==> src/rtl/scan_timing_pkg.sv <==
package scan_timing_pkg;
  localparam int LEN_W = 12;
  localparam int POS_W = LEN_W + 2;

  typedef logic [LEN_W-1:0] len_t;
  typedef logic [POS_W-1:0] pos_t;

  // one axis of timing: lengths in clocks (horizontal) or lines (vertical)
  typedef struct packed {
    len_t act;
    len_t fp;
    len_t sync;
    len_t bp;
  } span_t;

  typedef struct packed {
    span_t hor;
    span_t verA;
    span_t verB;
    len_t  oddDly;
    len_t  evenDly;
    logic  interlace;
    logic  rep2;
  } cfg_t;

  typedef struct packed {
    logic run;
  } ctrl_strb_t;

  typedef struct packed {
    logic fieldStart;
    logic fieldEnd;
    logic vfpStart;
  } dp_evt_t;

  localparam int ADR_CTRL  = 0;
  localparam int ADR_VCTRL = 1;
  localparam int ADR_HLO   = 2;
  localparam int ADR_HHI   = 3;
  localparam int ADR_ALO   = 4;
  localparam int ADR_AHI   = 5;
  localparam int ADR_BLO   = 6;
  localparam int ADR_BHI   = 7;
  localparam int ADR_EDLY  = 8;
  localparam int ADR_INTEN = 9;
  localparam int ADR_STAT  = 10;

  function automatic pos_t spanTotal(span_t s);
    return pos_t'(s.act) + pos_t'(s.fp) + pos_t'(s.sync) + pos_t'(s.bp);
  endfunction
endpackage

==> src/rtl/scan_timing_ctrl.sv <==
module scan_timing_ctrl
  import scan_timing_pkg::*;
#(
  parameter int DATA_W = 32,
  parameter int ADDR_W = 4
) (
  input  logic              clk,
  input  logic              rstN,
  input  logic              regWrEn,
  input  logic [ADDR_W-1:0] regAddr,
  input  logic [DATA_W-1:0] regWrData,
  input  dp_evt_t           evt,
  output ctrl_strb_t        strb,
  output cfg_t              cfg,
  output logic              videoOn,
  output logic              irqOut,
  output logic              fifoClr
);
  localparam int HI_LSB = DATA_W / 2;

  cfg_t cfgQ;
  logic vEn, contQ, clrAtStart, intEn, irqStat, clrCmdQ, running;
  len_t loF, hiF;
  logic wCtrl, wVctrl, wStat;
  logic unusedData;

  assign loF    = regWrData[LEN_W-1:0];
  assign hiF    = regWrData[HI_LSB +: LEN_W];
  assign wCtrl  = regWrEn && regAddr == ADDR_W'(ADR_CTRL);
  assign wVctrl = regWrEn && regAddr == ADDR_W'(ADR_VCTRL);
  assign wStat  = regWrEn && regAddr == ADDR_W'(ADR_STAT);
  assign unusedData = ^regWrData;

  always_ff @(posedge clk or negedge rstN) begin
    if (!rstN) begin
      cfgQ       <= '0;
      vEn        <= 1'b0;
      contQ      <= 1'b0;
      clrAtStart <= 1'b0;
      intEn      <= 1'b0;
      irqStat    <= 1'b0;
      clrCmdQ    <= 1'b0;
      running    <= 1'b0;
    end else begin
      clrCmdQ <= wCtrl && regWrData[0];
      if (regWrEn) begin
        case (regAddr)
          ADDR_W'(ADR_CTRL): begin
            clrAtStart <= regWrData[1];
            cfgQ.rep2  <= regWrData[2];
          end
          ADDR_W'(ADR_VCTRL): begin
            contQ          <= regWrData[1];
            cfgQ.interlace <= regWrData[2];
            cfgQ.oddDly    <= hiF;
          end
          ADDR_W'(ADR_HLO):   begin cfgQ.hor.act  <= loF; cfgQ.hor.fp  <= hiF; end
          ADDR_W'(ADR_HHI):   begin cfgQ.hor.sync <= loF; cfgQ.hor.bp  <= hiF; end
          ADDR_W'(ADR_ALO):   begin cfgQ.verA.act <= loF; cfgQ.verA.fp <= hiF; end
          ADDR_W'(ADR_AHI):   begin cfgQ.verA.sync <= loF; cfgQ.verA.bp <= hiF; end
          ADDR_W'(ADR_BLO):   begin cfgQ.verB.act <= loF; cfgQ.verB.fp <= hiF; end
          ADDR_W'(ADR_BHI):   begin cfgQ.verB.sync <= loF; cfgQ.verB.bp <= hiF; end
          ADDR_W'(ADR_EDLY):  cfgQ.evenDly <= loF;
          ADDR_W'(ADR_INTEN): intEn <= regWrData[0];
          default: ;
        endcase
      end
      // enable bit: software write wins, single-field mode self-clears
      if (wVctrl) vEn <= regWrData[0];
      else if (running && evt.fieldEnd && !contQ) vEn <= 1'b0;
      // run state changes only at field boundaries once started
      if (!running) running <= vEn;
      else if (evt.fieldEnd && (!vEn || !contQ)) running <= 1'b0;
      // status: a new event beats a same-cycle clear
      if (evt.vfpStart) irqStat <= 1'b1;
      else if (wStat && regWrData[0]) irqStat <= 1'b0;
    end
  end

  assign cfg      = cfgQ;
  assign strb.run = running;
  assign videoOn  = vEn | running;
  assign irqOut   = irqStat & intEn;
  assign fifoClr  = clrCmdQ | (clrAtStart & evt.fieldStart);


  start_at_origin_chk: assert property (@(posedge clk) disable iff (!rstN)
    $rose(running) |-> evt.fieldStart);

  stop_at_boundary_chk: assert property (@(posedge clk) disable iff (!rstN)
    $fell(running) |-> $past(evt.fieldEnd));

  vfp_status_set_chk: assert property (@(posedge clk) disable iff (!rstN)
    evt.vfpStart |=> irqStat);

  clr_cmd_pulse_chk: assert property (@(posedge clk) disable iff (!rstN)
    (wCtrl && regWrData[0]) |=> fifoClr);
endmodule

==> src/rtl/scan_timing_dp.sv <==
module scan_timing_dp
  import scan_timing_pkg::*;
(
  input  logic       clk,
  input  logic       rstN,
  input  ctrl_strb_t strb,
  input  cfg_t       cfg,
  output dp_evt_t    evt,
  output logic       deOut,
  output logic       hsOut,
  output logic       vsOut,
  output logic       fieldOdd,
  output logic       pixStrobe
);
  pos_t  hPos, vPos;
  logic  oddQ;
  span_t vs;
  pos_t  hTot, vTot, hsStart, hsStop, vsStart, vsStop, dly;
  logic  lineEnd, lastLine, afterStart, beforeStop;

  assign vs      = (cfg.interlace && !oddQ) ? cfg.verB : cfg.verA;
  assign hTot    = spanTotal(cfg.hor);
  assign vTot    = spanTotal(vs);
  assign hsStart = pos_t'(cfg.hor.act) + pos_t'(cfg.hor.fp);
  assign hsStop  = hsStart + pos_t'(cfg.hor.sync);
  assign vsStart = pos_t'(vs.act) + pos_t'(vs.fp);
  assign vsStop  = vsStart + pos_t'(vs.sync);
  assign dly     = !cfg.interlace ? '0 : oddQ ? pos_t'(cfg.oddDly) : pos_t'(cfg.evenDly);
  assign lineEnd  = hPos == hTot - pos_t'(1);
  assign lastLine = vPos == vTot - pos_t'(1);

  always_ff @(posedge clk or negedge rstN) begin
    if (!rstN) begin
      hPos <= '0;
      vPos <= '0;
      oddQ <= 1'b1;
    end else if (!strb.run) begin
      hPos <= '0;
      vPos <= '0;
      oddQ <= 1'b1;
    end else if (lineEnd) begin
      hPos <= '0;
      if (lastLine) begin
        vPos <= '0;
        if (cfg.interlace) oddQ <= ~oddQ;
      end else begin
        vPos <= vPos + pos_t'(1);
      end
    end else begin
      hPos <= hPos + pos_t'(1);
    end
  end

  // vsync window in (line, clock) order, both edges shifted by dly
  assign afterStart = (vPos > vsStart) || (vPos == vsStart && hPos >= dly);
  assign beforeStop = (vPos < vsStop)  || (vPos == vsStop  && hPos <  dly);

  assign deOut     = strb.run && hPos < pos_t'(cfg.hor.act) && vPos < pos_t'(vs.act);
  assign hsOut     = strb.run && hPos >= hsStart && hPos < hsStop;
  assign vsOut     = strb.run && afterStart && beforeStop;
  assign fieldOdd  = strb.run && cfg.interlace && oddQ;
  assign pixStrobe = deOut && (!cfg.rep2 || !hPos[0]);

  assign evt.fieldStart = strb.run && hPos == '0 && vPos == '0;
  assign evt.fieldEnd   = strb.run && lineEnd && lastLine;
  assign evt.vfpStart   = strb.run && hPos == '0 && vPos == pos_t'(vs.act);


  hold_idle_chk: assert property (@(posedge clk) disable iff (!rstN)
    !strb.run |=> (hPos == '0 && vPos == '0 && oddQ));

  de_hsync_excl_chk: assert property (@(posedge clk) disable iff (!rstN)
    deOut |-> !hsOut);

  hpos_range_chk: assert property (@(posedge clk) disable iff (!rstN)
    (strb.run && hTot != '0) |-> hPos < hTot);
endmodule

==> src/rtl/scan_timing_gen.sv <==
module scan_timing_gen
  import scan_timing_pkg::*;
#(
  parameter int DATA_W = 32,
  parameter int ADDR_W = 4
) (
  input  logic              clk,
  input  logic              rstN,
  input  logic              regWrEn,
  input  logic [ADDR_W-1:0] regAddr,
  input  logic [DATA_W-1:0] regWrData,
  output logic              hsyncOut,
  output logic              vsyncOut,
  output logic              deOut,
  output logic              pixStrobe,
  output logic              fieldOdd,
  output logic              frameStart,
  output logic              vfpIrq,
  output logic              fifoClr,
  output logic              videoOn
);
  ctrl_strb_t strb;
  cfg_t       cfg;
  dp_evt_t    evt;

  scan_timing_ctrl #(.DATA_W(DATA_W), .ADDR_W(ADDR_W)) i_ctrl (
    .clk(clk), .rstN(rstN), .regWrEn(regWrEn), .regAddr(regAddr),
    .regWrData(regWrData), .evt(evt), .strb(strb), .cfg(cfg),
    .videoOn(videoOn), .irqOut(vfpIrq), .fifoClr(fifoClr)
  );

  scan_timing_dp i_dp (
    .clk(clk), .rstN(rstN), .strb(strb), .cfg(cfg), .evt(evt),
    .deOut(deOut), .hsOut(hsyncOut), .vsOut(vsyncOut),
    .fieldOdd(fieldOdd), .pixStrobe(pixStrobe)
  );

  assign frameStart = evt.fieldStart;
endmodule

==> config.mk <==
export PLATFORM = sky130hd
export DESIGN_NAME = scan_timing_gen
export DESIGN_NICKNAME = d
export VERILOG_FILES = /design/src/rtl/scan_timing_pkg.sv /design/src/rtl/scan_timing_ctrl.sv /design/src/rtl/scan_timing_dp.sv /design/src/rtl/scan_timing_gen.sv
export SDC_FILE = /design/constraint.sdc
export NUM_CORES = 1
export LEC_CHECK = 0
export BUFFER_PORTS_ARGS = -buffer_cell sky130_fd_sc_hd__buf_2
export CAP_MARGIN = 0
export CORE_ASPECT_RATIO = 1.5
export CORE_MARGIN = 2
export CORE_UTILIZATION = 63
export DETAILED_ROUTE_END_ITERATION = 8
export GPL_TIMING_DRIVEN = 0
export PLACE_DENSITY = 0.81
export SYNTH_ARGS = -nofsm -noshare
export SYNTH_HDL_FRONTEND = slang
export SYNTH_SLANG_ARGS = --single-unit
export TNS_END_PERCENT = 1
==> constraint.sdc <==
create_clock -name clk -period 8.51 [get_ports clk]
set_input_delay 1.702 -clock clk [delete_from_list [all_inputs] [get_ports clk]]
set_output_delay 1.702 -clock clk [all_outputs]
set_load 0.01 [all_outputs]
Word level (Yosys, flattened, before mapping)
Cells that the tools add are included.

word-level totals
  register bits = 206
  output and inout port bits = 9

operators by class
  multiplexer cells = 18
  bitwise logic cells = 5
  reduce and logical (&&, ||, !) cells = 50
  equality and inequality tests = 18
  order comparisons = 8
  add/subtract/negate cells = 10

operator list
  kind                                                  count
  two-way mux 14 bit                                    6
  adder 14 x 12 -> 14 bit                               4
  equality test 14 bit                                  4
  two-way mux 48 bit                                    1
  < comparator 14 bit                                   3
  adder 14 x 1 -> 14 bit (second input constant)        2
  >= comparator 14 bit                                  2
  logical NOT 14 bit                                    2
  < comparator 14 x 12 -> 1 bit                         2
  subtractor 14 x 1 -> 14 bit (second input constant)   2
  adder 12 x 12 -> 13 bit                               2
  logical AND 1 bit                                     25
  AND reduction 2 bit                                   10
  equality test 4 x 3 -> 1 bit (second input constant)  4
  equality test 14 x 12 -> 1 bit                        1
  greater-than comparator 14 bit                        1
  equality test 4 bit (second input constant)           3
  two-way mux 12 bit                                    1
  two-way mux 1 bit                                     10
  equality test 4 x 2 -> 1 bit (second input constant)  2
  != test 2 x 1 -> 1 bit (second input constant)        3
  logical NOT 1 bit                                     5
  equality test 4 x 1 -> 1 bit (second input constant)  1
  logical NOT 4 bit                                     1
  6 further kinds                                       12

Depth between registers and ports, before layout
Gate-level depths: netlist of run 1.

  word-level depth = 13
  gate-level depth with buffers = 34

Hierarchy
From an unflattened synthesis of run 1, not the netlist that was laid out.

second synthesis, totals
  cells, all modules = 1539
  area total of the unflattened synthesis = 15710.1 µm²

modules (own cells, without submodules)
  module            area each (µm²)  times used  cells each
  scan_timing_dp    9036.2           1           1141
  scan_timing_ctrl  6673.9           1           398

Least setup slack after synthesis of run 1
No wires, ideal clock.

  kind = register to output
  from = register i_ctrl.cfgQ, in the netlist i_ctrl.cfg[1]
  to = output port vsyncOut
  slack = 0.874 ns
  stages on the path, launching flop included = 28
  data arrival time = 5.934 ns
  cells stage by stage = dfrtp_1 inv_1 nor2_1 buf_1 buf_1 mux2_2 ha_1 a21o_1 a21oi_1 o21bai_1 a21oi_1 nor2b_1 o21a_1 o31a_1 o41ai_1 xnor2_1 ha_1 and3_1 a31oi_1 o21ai_0 a41oi_1 xnor2_1 ha_1 nand3_1 nor2_1 nand2_1 o41a_1 a311oi_1

between the ends
  word-level cells in the longest chain between the ends = 8
  elaborated cells between the ends (all ways) = 17
  those cells by class = add/sub (2); order compare (4); eq/ne (2); mux (2); reduce/logical (7)

ends and longest elaborated chain
  element                                                                          line                    RTL
  start, declared                                                                  scan_timing_ctrl.sv:21  cfg_t cfgQ;
  parallel branches: the longest is 7 deep, another holds adder 14 x 12 -> 14 bit  -
  logical AND 1 bit *                                                              scan_timing_dp.sv:60    assign vsOut = strb.run && afterStart && beforeStop;
  end, declared                                                                    scan_timing_gen.sv:13   output logic vsyncOut,

Mark *: on every way between the ends.

Final worst setup path of run 1
Same ends and word-level chain as after synthesis.

==> impl_metrics.ini, run 1 <==
[synthesis]
netlist-cell-type-count = 75
synthCells = 1483
synth_fp_nets = 1716
ys_ff_latch = 206
yosysWarnings = 0
syn_area_um2 = 15200
ys.flop_type = dfrtp_1
yosysSeqAreaShare = 0.339
avgSynthCellArea_um2 = 10.3
synth_edf_count = 0
synth_async_sr_flop_share = 1.00

[hold_path]
holdCritPathClass = reg -> reg

[detailed_routing]
drc = 0
vias = 11900
avgRoutedWirePerCell_um = 22.0
viasPerCell = 6.33
ant_nets = 0
wirelength_um = 41400
dr.pass1.iters = 5
drt-initial-drc-count = 769

[cells_and_area]
final_cell_mix = mux2_2, dfrtp_1, ha_1
fin_util = 0.700
syn2layout_area_growth_pct = 9.31
num-nets-final = 1779
final-seq-area_um2 = 5160
layout-drive-gt1-share = 0.205
final_common_cell = mux2_2
multiInputGateArea_um2 = 9450
stdcell_count = 1879
fillers = 1781

[grt]
grt_usage = 0.333
use_met1 = 0.356
antenna_found_initial = 1
grt_pass1_vias = 12700
grt_max_degree = 114
grt_pass1_wl_um = 65100
grt_use_met3 = 0.0355
use_met2 = 0.596
busiest_layer = met2
grt_overflow = 0

[cts]
htreeDepth = 1
cts_buffers = 21
cts_sinks = 206
path_clk_slew_ns = 0.07
cts_tree = built
cts_buffer_depth = 3
clk-insertion-delay-late_ns = 0.50
ctsRootBufferMaster = clkbuf_16
postCtsHoldBufs = 0

[sta]
hold_viol_final = 0
fmax_mhz = 121
slew_violations = 0
fin_setup_tns_ns = 0
setup_viol = 0
period_share = 0.969
relSlewSlack = 0.135
finalClockSkew_ns = 0.0108
rsz0062_at_grt = false
post-route-min-period_ns = 8.25
timing.hold.ws_ns = 0.504
worst_slew_pin_slew_ns = 1.30

[worst_setup_path]
path_common_cell = ha_1
criticalPathCategory = reg -> out
worstPathArrival_ns = 6.54
cp-start-kind = flop
worstPathRequired_ns = 6.81
crit_buf_inv = 3
worstPathMaxFanout = 10
cpMaxStageDelayCell = o41a_1
max_stage_delay_ns = 0.45
path_delay_family = compound AO/OA/AOI/OAI gates
end_kind = output port

[place]
place_congestion = 0.960
dp_cells = 1841
place_hpwl_um = 31800
io_buffer_count = 38

[floorplan]
dieWidth_um = 131
die_y_um = 194
initial_core_util = 0.641
fp.dieArea_um2 = 25400
coreArea_um2 = 23700
pin_count = 48
core.rowCount = 69

[status]
status = finished clean

[run]
maxCapViolCount = 0
[state kept, by name, summed over array words and instances (netlist names)]
name / count
i_ctrl.clrAtStart: 1
i_ctrl.cfg: 170
i_dp.vPos: 14
i_ctrl.intEn: 1
i_ctrl.vEn: 1
i_ctrl.strb: 1
i_ctrl.irqStat: 1
i_ctrl.contQ: 1
i_dp.hPos: 14
i_dp.oddQ: 1
i_ctrl.clrCmdQ: 1
[worst paths after layout]
| path | from | endpoint | slack, ns | depth (start not counted) |
|---|---|---|---|---|
| setup / recovery | i_ctrl.cfg[1]$_DFFE_PN0P_ | vsyncOut | 0.26 | 27 |
| hold / removal | i_ctrl.cfg[46]$_DFFE_PN0P_ | i_ctrl.cfg[46]$_DFFE_PN0P_ | 0.50 | 1 |
| setup reg to reg | i_ctrl.cfg[1]$_DFFE_PN0P_ | i_dp.vPos[8]$_DFFE_PN0P_ | 0.70 | 33 |
| hold reg to reg | i_ctrl.cfg[46]$_DFFE_PN0P_ | i_ctrl.cfg[46]$_DFFE_PN0P_ | 0.50 | 1 |
| max in group asynchronous | rstN | i_ctrl.cfg[132]$_DFFE_PN0P_ | 6.25 | 2 |
| min in group asynchronous | rstN | i_ctrl.cfg[38]$_DFFE_PN0P_ | 1.21 | 1 |
[cell type report]
| cell class | instances | share of cell area |
|---|---|---|
| multi-input cells | 1106 | 0.568 |
| flip-flops and latches | 206 | 0.310 |
| clock buffers | 26 | 0.0339 |
| inverters | 129 | 0.0291 |
| well taps | 319 | 0.0240 |
| repair buffers | 41 | 0.0146 |
| plain buffers | 41 | 0.0121 |
| clock inverters | 10 | 0.00798 |
| diodes | 1 | 0.000150 |
[cells by family after synthesis]
logic type               after synthesis  share of synthesized area
adder cells (fa/ha/maj)              194                      0.163
buffers and inverters                171                     0.0438
AO/OA/AOI/OAI                        274                      0.124
AND/OR/NAND/NOR                      321                      0.111
multiplexers                         223                      0.164
XOR/XNOR                              94                     0.0560
flip-flops                           206                      0.339
[metal layers]
layer	wire (um)	vias up
li1	-	5473
met1	14700	5850
met2	21600	384
met3	1610	180
met4	3500	0
met5	0	-
[per-stage QoR]
step	cell area [um^2]	setup slack, ns
finish	16600	0.265
CTS	16600	0.0664
global placement	15800	-0.591
detailed placement	15800	-0.739
floorplan	15200	0.874
global route	16600	0.00448
[what timing repair did]
action	in CTS	in global routing
gates resized for setup	16	9
pin swaps	0	2
buffers inserted	0	2
endpoints found under the setup margin	18	1
[synthesized netlist by cell type, types with 4 or more instances]
cell       instances  area share
nand2b_1          20      0.0082
or3_1             10      0.0041
nor4_1            10      0.0041
o31ai_1            6      0.0030
nand3b_1           8      0.0039
o31a_1             5      0.0029
buf_1              6      0.0015
mux2i_1           17       0.011
a41oi_1            4      0.0023
nor2_4             8      0.0059
and2_1             4      0.0016
xnor2_1           62       0.036
clkbuf_1          33      0.0081
xor2_1            30       0.017
a2111oi_0          4      0.0023
o21bai_1           8      0.0039
or2_2             11      0.0045
nand3_1           22      0.0072
nor3b_1            4      0.0020
a211oi_1           6      0.0030
nand4_1           18      0.0074
nand2_1           77       0.019
fa_1               6      0.0079
inv_1            128       0.032
ha_1             188        0.15
a21o_1            35       0.017
dfrtp_1          205        0.34
o211ai_1           4      0.0020
a21oi_1           52       0.017
a31oi_1            5      0.0021
nor2b_1           18      0.0074
o21a_1            24       0.012
nor3_1            15      0.0049
o21ai_0           62       0.020
and3_1            17      0.0070
o32a_1            11      0.0072
o41ai_1            8      0.0046
nor2_1            64       0.016
o21ai_1            5      0.0016
mux2_2           206        0.15
Power of run 1 is left out: the tool's default activity adds up to more than one toggle a clock period on the data nets, which glitch-free logic cannot reach.
==> run 2: changes to the inputs <==
- PLACE_DENSITY: 0.81 -> 0.85
- SYNTH_HIERARCHICAL: default -> 1
==> impl_metrics.ini, run 2 <==
[worst_setup_path]
worstPathArrival_ns = 6.68
end_kind = output port
criticalPathCategory = reg -> out
cpMaxStageDelayCell = dfrtp_2
reg2reg_slack_ns = 1.05
worstPathRequired_ns = 6.81
max_stage_delay_ns = 0.44
cp-start-kind = flop
worstPathMaxFanout = 10

[detailed_routing]
drc = 0
viasPerCell = 6.55
dr.pass1.iters = 7
ant_nets = 0
wirelength_um = 46000
vias = 12700
avgRoutedWirePerCell_um = 23.6
drt-initial-drc-count = 799

[cts]
cts_sinks = 206
cts_tree = built
path_clk_slew_ns = 0.07
clk-insertion-delay-late_ns = 0.52
ctsRootBufferMaster = clkbuf_16
cts_buffers = 21
htreeDepth = 1
cts_buffer_depth = 3

[floorplan]
fp.dieArea_um2 = 26200
die_y_um = 197
dieWidth_um = 133
core.rowCount = 70
pin_count = 48
coreArea_um2 = 24400
initial_core_util = 0.643

[cells_and_area]
layout-drive-gt1-share = 0.219
diodes = 0
final_common_cell = dfrtp_1
fin_util = 0.705
final_cell_mix = dfrtp_1, mux2_2, ha_1
num-nets-final = 1834
fillers = 1709
largest_reg_flops = 170
syn2layout_area_growth_pct = 9.64

[grt]
antenna_found_initial = 0
grt_pass1_vias = 13300
grt_max_degree = 124
grt_usage = 0.349
grt_overflow = 0
grt_pass1_wl_um = 70500

[sta]
finalClockSkew_ns = 0.0200
setup_viol = 0
setup_ws_ns = 0.126
timing.hold.ws_ns = 0.487
relSlewSlack = 0.442
worst_slew_pin_slew_ns = 0.837
hold_viol_final = 0
post-route-min-period_ns = 8.38
fmax_mhz = 119
period_share = 0.985
slew_violations = 0

[synthesis]
yosysTopAreaCell = dfrtp_1
ys_ff_latch = 206
synth.most_common_cell = dfrtp_1
netlist-cell-type-count = 86
synthCells = 1539
synth_async_sr_flop_share = 1.00
synth_fp_nets = 1766
yosysWarnings = 6
syn_area_um2 = 15700
synth_top_cells_by_count = dfrtp_1, mux2_2, ha_1, inv_1, nor2_1
yosysSeqAreaShare = 0.328
avgSynthCellArea_um2 = 10.2
synth_edf_count = 0
synth_area_leaders = dfrtp_1, ha_1, mux2_2
yosysTopAreaCellShare = 0.327
ys.flop_type = dfrtp_1

[status]
status = finished clean

[place]
io_buffer_count = 39
preCtsSetupSlack_ns = -0.940
place_congestion = 0.976
place_hpwl_um = 33900

[run]
maxCapViolCount = 0

[hold_path]
holdCritPathClass = reg -> reg
[run 2: cell count changes after synthesis, moves of 11 or more]
| cell | before | now |
|---|---|---|
| nor2_1 | 64 | 77 |
| mux2_2 | 206 | 195 |
| buf_2 | 1 | 16 |
| nand3_1 | 22 | 40 |
| mux2_1 | 0 | 23 |
| o211ai_1 | 4 | 15 |
| a21oi_1 | 52 | 72 |
| clkbuf_1 | 33 | 13 |
| o21ai_0 | 62 | 45 |
[run 2: final cells by class]
type | instances | area, um^2 | share of cell area
Multi-Input combinational cell | 1162 | 9920 | 0.576
Sequential cell | 206 | 5160 | 0.299
Clock buffer | 25 | 561 | 0.0325
Inverter | 127 | 477 | 0.0277
Tap cell | 324 | 405 | 0.0235
Timing Repair Buffer | 48 | 313 | 0.0182
Buffer | 41 | 249 | 0.0145
Clock inverter | 11 | 145 | 0.00843
[run 2: worst max-delay path: cells and delay by family (launching register included)]
kind                       cells  cell delay [ns]
AOI/OAI and AO/OA             11             2.09
xor gates and xnor gates       2             0.21
adders and majority gates      3             0.83
buffers and inverters          3             0.55
DFF                            1             0.44
muxes                          1             0.39
and+or+nand+nor                8             1.64
[run 2: cell families (layout without fill, tap and decap cells)]
family | Yosys count | after routing | share of synthesized area
AND/OR/NAND/NOR | 342 | 342 | 0.117
AO/OA/AOI/OAI | 293 | 293 | 0.130
flip-flops | 206 | 206 | 0.328
multiplexers | 236 | 236 | 0.168
adder cells (fa/ha/maj) | 188 | 188 | 0.153
buffers and inverters | 171 | 252 | 0.0452
XOR/XNOR | 103 | 103 | 0.0584
[run 2: per-stage QoR]
| step | setup TNS [ns] | area (um^2) | cells |
|---|---|---|---|
| floorplan | 0 | 15700 | 1539 |
| global route | -0.00378 | 17200 | 1944 |
| detailed placement | -1.04 | 16400 | 1904 |
| global placement | -0.993 | 16300 | 1902 |
| finish | 0 | 17200 | 1944 |
| CTS | 0 | 17100 | 1939 |
[run 2: layer usage]
| layer | global-route usage | share of wire | vias to the layer above |
|---|---|---|---|
| met5 | 0 | 0 | - |
| met4 | 0.330 | 0.11 | 0 |
| met3 | 0.0498 | 0.051 | 257 |
| met2 | 0.614 | 0.50 | 545 |
| met1 | 0.353 | 0.34 | 6238 |
| li1 | - | - | 5695 |
[run 2: path summary, 6_finish.rpt]
path,start,cells past startpoint,end
hold reg to reg,i_ctrl/cfg[103]$_DFFE_PN0P_,1,i_ctrl/cfg[103]$_DFFE_PN0P_
max in group asynchronous,rstN,3,i_ctrl/cfg[56]$_DFFE_PN0P_
setup reg to reg,i_ctrl/cfg[1]$_DFFE_PN0P_,29,i_ctrl/vEn$_DFFE_PN0P_
setup / recovery,i_ctrl/cfg[1]$_DFFE_PN0P_,28,vsyncOut
hold / removal,i_ctrl/cfg[103]$_DFFE_PN0P_,1,i_ctrl/cfg[103]$_DFFE_PN0P_
min in group asynchronous,rstN,2,i_ctrl/cfg[133]$_DFFE_PN0P_
[run 2: what timing repair did]
item | 4_1_cts | 5_1_grt
gates resized for setup | 16 | 10
hold buffers | 0 | 0
endpoints found under the setup margin | 3 | 1
cloned | 0 | 0
setup buffers | 1 | 6
pin swaps | 0 | 2
Power of run 2 is left out for the same reason.
==> run 3: changes to the inputs <==
- SYNTH_HIERARCHICAL: 1 -> default
==> impl_metrics.ini, run 3 (same netlist as run 1, synthesis figures left out) <==
[status]
status = finished with violations
violations = setup timing

[grt]
grt_usage = 0.341
grt_pass1_wl_um = 66500
grt_pass1_vias = 12900
antenna_found_initial = 2
grt_overflow = 0
grt_max_degree = 109

[cts]
clk-insertion-delay-late_ns = 0.52
postCtsHoldBufs = 0
cts_buffers = 22
path_clk_slew_ns = 0.07
cts_buffer_depth = 3
cts_sinks = 206
cts_tree = built
ctsRootBufferMaster = clkbuf_16
htreeDepth = 1

[floorplan]
pin_count = 48
fp.dieArea_um2 = 25400
initial_core_util = 0.641
core.rowCount = 69
dieWidth_um = 131
die_y_um = 194
coreArea_um2 = 23700

[cells_and_area]
layout-drive-gt1-share = 0.215
fin_area_um2 = 16900
num-nets-final = 1794
largest_reg_flops = 170
final_cell_mix = mux2_2, dfrtp_1, ha_1
final_common_cell = mux2_2
syn2layout_area_growth_pct = 10.8

[worst_setup_path]
crit_buf_inv = 3
end_kind = output port
worstPathRequired_ns = 6.81
path_delay_family = compound AO/OA/AOI/OAI gates
max_stage_delay_ns = 0.83
worstPathArrival_ns = 6.83
cp-start-kind = flop
crit_chain = inv_4, nor2_4, buf_1, mux2_2, ha_1, o41a_1, a21oi_1, o21ai_0, xor2_1, ha_1, nand2_1, o311a_1, or3_1, ha_1, nand3_1, nor2_1, nand2_1, o41a_1, a311oi_2, buf_2
criticalPathCategory = reg -> out
cpMaxStageDelayCell = buf_1
path_common_cell = ha_1
worstPathMaxFanout = 10

[detailed_routing]
drt-initial-drc-count = 1043
met2WireLength_um = 21900
drt-met1-wl_um = 14700
top_layer = met4
vias = 12400
dr.pass1.iters = 5
viasPerCell = 6.55
avgRoutedWirePerCell_um = 23.4
wirelength_um = 44300
ant_nets = 0
drc = 0
dr_wl_met3_um = 2830

[sta]
worst_slew_pin_slew_ns = 1.20
period_share = 1.00
setup_ws_ns = -0.0181
finalClockSkew_ns = 0.0114
timing.hold.ws_ns = 0.504
slew_violations = 0
relSlewSlack = 0.197
fmax_mhz = 117
setup_viol = 1
post-route-min-period_ns = 8.53
hold_viol_final = 0

[place]
placed_cell_area_um2 = 15800
place_hpwl_um = 31600
preCtsSetupSlack_ns = -0.572
place_congestion = 0.946
io_buffer_count = 38

[run]
maxCapViolCount = 0

[hold_path]
holdCritPathClass = reg -> reg
==> run 3: cell count changes in the layout (fill, tap and decap cells not counted), moves of 8 or more <==
| cell | delta |
|---|---|
| a21oi_1 | -20 |
| buf_2 | -16 |
| clkbuf_1 | +24 |
| ha_1 | +8 |
| mux2_1 | -23 |
| mux2_2 | +11 |
| nand2_1 | +9 |
| nand3_1 | -18 |
| nor2_1 | -13 |
| nor2_4 | +9 |
| o211ai_1 | -11 |
| o21ai_0 | +17 |
| o32a_1 | +10 |
==> run 3: layout make-up <==
| class | count | area (um^2) |
|---|---|---|
| Timing Repair Buffer | 54 | 338 |
| Sequential cell | 206 | 5160 |
| Antenna cell | 1 | 2.50 |
| Fill cell | 1686 | 6890 |
| Multi-Input combinational cell | 1106 | 9460 |
| Clock inverter | 10 | 158 |
| Tap cell | 319 | 399 |
| Clock buffer | 29 | 628 |
| Buffer | 42 | 226 |
| Inverter | 129 | 487 |
==> run 3: repair_timing <==
item	CTS	global route
buffers inserted	0	14
resized for setup	15	16
cloned	0	0
hold endpoints to repair	0	0
setup endpoints to repair	18	11
pin swaps	0	11
==> run 3: routing by layer <==
| layer | vias up | track usage |
|---|---|---|
| met5 | - | 0 |
| met4 | 0 | 0.285 |
| met3 | 287 | 0.0498 |
| met2 | 646 | 0.586 |
| met1 | 5961 | 0.357 |
| li1 | 5521 | - |
==> run 3: worst paths after layout <==
kind | slack [ns] | cells past startpoint | to | from
max in group asynchronous | 6.28 | 2 | i_dp.vPos[13]$_DFFE_PN0P_ | rstN
min reg2reg | 0.50 | 1 | i_ctrl.cfg[97]$_DFFE_PN0P_ | i_ctrl.cfg[97]$_DFFE_PN0P_
max | -0.02 | 20 | vsyncOut | i_ctrl.cfg[1]$_DFFE_PN0P_
min | 0.50 | 1 | i_ctrl.cfg[97]$_DFFE_PN0P_ | i_ctrl.cfg[97]$_DFFE_PN0P_
min in group asynchronous | 1.19 | 1 | i_ctrl.cfg[107]$_DFFE_PN0P_ | rstN
max reg2reg | 0.43 | 30 | i_dp.vPos[8]$_DFFE_PN0P_ | i_ctrl.cfg[1]$_DFFE_PN0P_
==> run 3: worst reg2reg max path, delay by kind of cell, from the launching register on <==
family | cells | cell delay (ns)
AO/OA/AOI/OAI | 12 | 2.76
XOR/XNOR | 3 | 0.59
adder cells (fa/ha/maj) | 4 | 1.34
buffers and inverters | 4 | 1.38
flip-flops | 1 | 0.43
multiplexers | 1 | 0.47
AND/OR/NAND/NOR | 6 | 0.97
==> run 3: stage by stage <==
step,utilization,TNS [ns],cells
6_report,0.710,-0.0181,1896
4_1_cts,0.702,0,1880
3_5_place_dp,0.667,-2.70,1841
2_1_floorplan,-,0,1483
3_3_place_gp,0.666,-2.32,1840
5_1_grt,0.710,-0.159,1896
Power of run 3 is left out for the same reason.
